**config.mk**
```make
export PLATFORM = sky130hd
export DESIGN_NAME = delayed_store_buf
export DESIGN_NICKNAME = d
export VERILOG_FILES = /design/src/rtl/dsb_pkg.sv /design/src/rtl/dsb_ctrl.sv /design/src/rtl/dsb_data.sv /design/src/rtl/delayed_store_buf.sv
export SDC_FILE = /design/constraint.sdc
export NUM_CORES = 1
export LEC_CHECK = 0
export ABC_AREA = 1
export BUFFER_PORTS_ARGS = -buffer_cell sky130_fd_sc_hd__clkbuf_2
export CORE_MARGIN = 10
export CORE_UTILIZATION = 30
export CTS_CLUSTER_SIZE = 14
export DETAILED_ROUTE_END_ITERATION = 10
export HOLD_SLACK_MARGIN = 0.05
export PLACE_DENSITY = 0.58
export SLEW_MARGIN = 10
export SYNTH_ARGS = -nofsm -noshare
export SYNTH_HDL_FRONTEND = slang
export SYNTH_SLANG_ARGS = --single-unit
```
**constraint.sdc**
```tcl
create_clock -name clk -period 2.95 [get_ports clk]
set_input_delay 0.7375 -clock clk [delete_from_list [all_inputs] [get_ports clk]]
set_output_delay 0.7375 -clock clk [all_outputs]
set_load 0.01 [all_outputs]
```
**src/rtl/dsb_pkg.sv**
```systemverilog
package dsb_pkg;
  // strobes from control to datapath for one cycle
  typedef struct packed {
    logic capture;    // latch the incoming store
    logic drain;      // write held entry to the array
    logic entryLive;  // buffer holds an entry (for load match)
    logic loadReq;    // load request this cycle
  } dsbStrobes_t;
endpackage

```
**src/rtl/dsb_ctrl.sv**
```systemverilog
module dsb_ctrl
  import dsb_pkg::*;
(
  input  logic        clk,
  input  logic        rst,
  input  logic        reqValid,
  input  logic        reqStore,
  input  logic        tagValid,
  input  logic        tagHit,
  input  logic        flush,
  output dsbStrobes_t strb,
  output logic        bufValid,
  output logic        bufConf,
  output logic        missFlag
);
  logic flushPend;
  logic isStore, isLoad, ready, flushWant, tagSeen, missNow;
  logic validNext, confNext;

  always_comb begin
    isStore   = reqValid && reqStore;
    isLoad    = reqValid && !reqStore;
    ready     = bufValid && bufConf;
    flushWant = flush || flushPend;
    tagSeen   = tagValid && bufValid && !bufConf;
    missNow   = tagSeen && !tagHit;
    strb.drain     = ready && (isStore || (!reqValid && flushWant));
    strb.capture   = isStore;
    strb.entryLive = bufValid;
    strb.loadReq   = isLoad;
    validNext = isStore || (bufValid && !strb.drain && !missNow);
    confNext  = isStore ? 1'b0 : (bufConf || (tagSeen && tagHit));
  end

  always_ff @(posedge clk or posedge rst) begin
    if (rst) begin
      bufValid  <= 1'b0;
      bufConf   <= 1'b0;
      flushPend <= 1'b0;
      missFlag  <= 1'b0;
    end else begin
      bufValid  <= validNext;
      bufConf   <= confNext && validNext;
      flushPend <= flushWant && validNext;
      missFlag  <= missNow;
    end
  end
endmodule

```
**src/rtl/dsb_data.sv**
```systemverilog
module dsb_data
  import dsb_pkg::*;
#(
  parameter int ADDR_W = 10,
  parameter int DATA_W = 32,
  localparam int BE_W  = DATA_W / 8
) (
  input  logic              clk,
  input  logic              rst,
  input  dsbStrobes_t       strb,
  input  logic [ADDR_W-1:0] reqAddr,
  input  logic [DATA_W-1:0] reqData,
  input  logic [BE_W-1:0]   reqBe,
  input  logic [DATA_W-1:0] arrRdData,
  output logic [ADDR_W-1:0] arrRdAddr,
  output logic              arrRdEn,
  output logic              arrWrEn,
  output logic [ADDR_W-1:0] arrWrAddr,
  output logic [DATA_W-1:0] arrWrData,
  output logic [BE_W-1:0]   arrWrBe,
  output logic              loadValid,
  output logic [DATA_W-1:0] loadData
);
  logic [ADDR_W-1:0] bufAddr;
  logic [DATA_W-1:0] bufData;
  logic [BE_W-1:0]   bufBe;
  logic [DATA_W-1:0] fwdData;
  logic [BE_W-1:0]   fwdMask;
  logic              addrMatch;

  assign addrMatch = strb.entryLive && (bufAddr == reqAddr);

  always_ff @(posedge clk or posedge rst) begin
    if (rst) begin
      bufAddr   <= '0;
      bufData   <= '0;
      bufBe     <= '0;
      fwdData   <= '0;
      fwdMask   <= '0;
      loadValid <= 1'b0;
    end else begin
      if (strb.capture) begin
        bufAddr <= reqAddr;
        bufData <= reqData;
        bufBe   <= reqBe;
      end
      loadValid <= strb.loadReq;
      fwdData   <= bufData;
      fwdMask   <= (strb.loadReq && addrMatch) ? bufBe : '0;
    end
  end

  for (genvar i = 0; i < BE_W; i++) begin : g_byte
    assign loadData[8*i +: 8] = fwdMask[i] ? fwdData[8*i +: 8] : arrRdData[8*i +: 8];
  end

  assign arrRdEn   = strb.loadReq;
  assign arrRdAddr = reqAddr;
  assign arrWrEn   = strb.drain;
  assign arrWrAddr = bufAddr;
  assign arrWrData = bufData;
  assign arrWrBe   = bufBe;
endmodule

```
**src/rtl/delayed_store_buf.sv**
```systemverilog
module delayed_store_buf
  import dsb_pkg::*;
#(
  parameter int ADDR_W = 10,
  parameter int DATA_W = 32,
  localparam int BE_W  = DATA_W / 8
) (
  input  logic              clk,
  input  logic              rst,
  input  logic              reqValid,
  input  logic              reqStore,
  input  logic [ADDR_W-1:0] reqAddr,
  input  logic [DATA_W-1:0] reqData,
  input  logic [BE_W-1:0]   reqBe,
  input  logic              tagValid,
  input  logic              tagHit,
  input  logic              flush,
  output logic              arrRdEn,
  output logic [ADDR_W-1:0] arrRdAddr,
  input  logic [DATA_W-1:0] arrRdData,
  output logic              arrWrEn,
  output logic [ADDR_W-1:0] arrWrAddr,
  output logic [DATA_W-1:0] arrWrData,
  output logic [BE_W-1:0]   arrWrBe,
  output logic              loadValid,
  output logic [DATA_W-1:0] loadData,
  output logic              missFlag,
  output logic              busy
);
  dsbStrobes_t strb;
  logic bufValid, bufConf;

  dsb_ctrl u_ctrl (
    .clk(clk), .rst(rst), .reqValid(reqValid), .reqStore(reqStore),
    .tagValid(tagValid), .tagHit(tagHit), .flush(flush), .strb(strb),
    .bufValid(bufValid), .bufConf(bufConf), .missFlag(missFlag)
  );

  dsb_data #(.ADDR_W(ADDR_W), .DATA_W(DATA_W)) u_data (
    .clk(clk), .rst(rst), .strb(strb), .reqAddr(reqAddr), .reqData(reqData),
    .reqBe(reqBe), .arrRdData(arrRdData), .arrRdAddr(arrRdAddr), .arrRdEn(arrRdEn),
    .arrWrEn(arrWrEn), .arrWrAddr(arrWrAddr), .arrWrData(arrWrData),
    .arrWrBe(arrWrBe), .loadValid(loadValid), .loadData(loadData)
  );

  assign busy = bufValid;
endmodule

```
==> impl_metrics.tcl <==
set metrics [dict create \
    status "finished clean" \
    synth-seq-cells 87 \
    netlist_top_cells_area "dfrtp_1 60%, mux2_4 15%, mux2_2 9.9%, nand2_1 3.1%, inv_1 2.2%" \
    cp_max_fo 8 \
    critPathSlowestCell "dfrtp_1" \
    syn_nets 348 \
    rows 40 \
    critPathCaptureType "primary output" \
    slew_headroom_pct 59.30 \
    synth.top_cell.area_share_pct 60.00 \
    cts.sinks 87 \
    clk_pin_slew_worst_paths_ns 0.06 \
    drt-initial-drc-count 48 \
    die_y_microns 130.0 \
    final_cell_mix "177 x clkbuf_2, 87 x dfrtp_1, 37 x mux2_4, 32 x mux2_2, 30 x nand2_1" \
    dieArea_sq_mm 0.01689 \
    synth_cell_types 18 \
    drv_cap 0 \
    area_growth_syn_to_layout_pct 34.97 \
    dp_hpwl_mm 7.273 \
    grt_first_pass_wirelength_mm 14.02 \
    ctsHtreeMaxLevel 3 \
    cts_setup_buffers 0 \
    antenna_found_initial 0 \
    totalPowerFinal_mw 3.194 \
    worstSetupPathType "flop to primary output" \
    startpoint_type "flop" \
    synth_area_per_cell_sq_um 13.80 \
    drt-wirelength-per-cell_microns 15.81 \
    grt_pass1_vias 2695 \
    fmax_ghz 0.4576 \
    seq_area_frac_synth_pct 60.00 \
    numCtsBuffers 9 \
    grt_use_total_pct 10.77 \
    core-area_sq_mm 0.01191 \
    critPathRequiredTime_ns 2.21 \
    cts_repair_resize_count 0 \
    yosysWarningCount 0 \
    holdWs_ns 0.4033 \
    antennaDiodeCount 0 \
    first_pass_iters 3 \
    drc 0 \
    fin_nets 518 \
    r2r_cells 6 \
    start_util_pct 30.46 \
    finalSetupViolCount 0 \
    worstHoldPathCells 0 \
    place_congestion 0.7234 \
    io_buffers 177 \
    syn_area_sq_mm 0.003628 \
    viasPerCell 4.271 \
    synthCells 263 \
    drv_slew 0 \
    cts_tree "built" \
    grt_max_degree 63 \
    powerDensity_mw_per_mm2 652.1 \
    finalSetupTns_ns 0 \
    final_core_util_pct 41.11 \
    overflow 0 \
    cts.path.max_buffers 2 \
    crit_chain "mux2_2 > clkbuf_2" \
    hold_viol_final 0 \
    fin_worst_skew_ns 0.007059 \
    arrival_ns 1.45 \
    stdcell_area_sq_mm 0.004897 \
    place_area_sq_mm 0.004584 \
    postRouteAntennaNets 0 \
    nFillCells 1160 \
    final_common_cell "clkbuf_2" \
    max-vdd-ir-drop_v 0.0002206 \
    wl_mm 9.235 \
    cpPeakStageDelay_ns 0.60 \
    insertion_delay_ns 0.33 \
    io_pins 178 \
    root_buffer "clkbuf_16" \
    rsz0062_at_grt "no" \
    drive_gt1_share_pct 60.41 \
    p_leak_nw 2.650 \
    worstHoldPathType "flop to flop" \
    worst_pin_slew_ns 0.6092 \
    cts_hold_buf 0 \
    yosysTopAreaCell "dfrtp_1" \
    vias 2494 \
    period_needed_ns 2.185 \
    fp.dieW_microns 130.0 \
    fin_crit_sh_pct 74.08 \
]
[per-layer routing]
layer  global-route usage (%)  wire length, microns  vias to the layer above
met5                        0                     0                        -
met4                    4.762                   145                        0
met3                    3.895                   784                       13
met2                    18.14                  4606                       93
met1                    12.00                  3699                     1194
li1                         -                     -                     1194
[final timing paths]
| check | from | slack (ns) | to |
|---|---|---|---|
| max | u_data.fwdMask[0]$_DFF_PP0_ | 0.76 | loadData[2] |
| min | u_data.arrWrData[24]$_DFFE_PP0P_ | 0.40 | u_data.fwdData[24]$_DFF_PP0_ |
| max reg2reg | u_ctrl.bufValid$_DFF_PP0_ | 1.75 | u_data.fwdMask[1]$_DFF_PP0_ |
| min reg2reg | u_data.arrWrData[24]$_DFFE_PP0P_ | 0.40 | u_data.fwdData[24]$_DFF_PP0_ |
| max in group asynchronous | rst | 1.79 | u_data.arrWrBe[3]$_DFFE_PP0P_ |
| min in group asynchronous | rst | 0.47 | u_data.fwdMask[2]$_DFF_PP0_ |
[power by group]
group	switching [mW]	internal [mW]
Sequential	0.101	1.36
Clock	0.434	0.757
Combinational	0.254	0.284
[layout make-up]
cell class | instances | area [sq um] | area share [%]
Timing Repair Buffer | 179 | 925.9 | 18.91
Clock inverter | 4 | 70.07 | 1.431
Tap cell | 147 | 183.9 | 3.756
Multi-Input combinational cell | 135 | 1215 | 24.81
Clock buffer | 11 | 242.7 | 4.957
Inverter | 21 | 82.58 | 1.686
Sequential cell | 87 | 2177 | 44.46
[flip-flops by register name, indices dropped and copies added, names as in the netlist]
register          cells
u_ctrl.flushPend      1
u_data.fwdData       32
u_data.fwdMask        4
u_data.arrWrData     32
u_data.arrWrBe        4
u_ctrl.bufConf        1
u_data.arrWrAddr     10
u_ctrl.bufValid       1
u_ctrl.missFlag       1
u_data.loadValid      1
[synthesized netlist by cell type]
cell / count
dfrtp_1: 87
mux2_4: 37
mux2_2: 32
nand2_1: 30
inv_1: 21
nor2_1: 16
buf_4: 10
buf_6: 6
a21oi_1: 5
o21ai_1: 5
buf_2: 4
xnor2_1: 4
nand2_2: 1
nand3_1: 1
nand4_1: 1
nor3_1: 1
o21ai_0: 1
xor2_1: 1
[logic make-up (layout without fill, tap and decap cells)]
family / count (synthesis) / count (layout) / share of synthesized area (%)
buffers and inverters: 41 / 215 / 6.655
xor gates and xnor gates: 5 / 5 / 1.207
and+or+nand+nor: 50 / 50 / 5.379
DFF: 87 / 87 / 60.00
AOI/OAI and AO/OA: 11 / 11 / 1.517
muxes: 69 / 69 / 25.24
[stage by stage]
stage | setup slack (ns) | instances
3_3_place_gp | 0.9235 | 569
4_1_cts | 0.6929 | 584
5_1_grt | 0.6731 | 584
6_report | 0.7648 | 584
2_1_floorplan | 1.165 | 263
3_5_place_dp | 0.8958 | 569
[worst max-delay path, delay by kind of cell, from the launching register on]
kind	cells	cell delay (ns)
DFF	1	0.60
muxes	1	0.39
buffers and inverters	1	0.13
No activity file was read; power rests on OpenSTA's default activity.
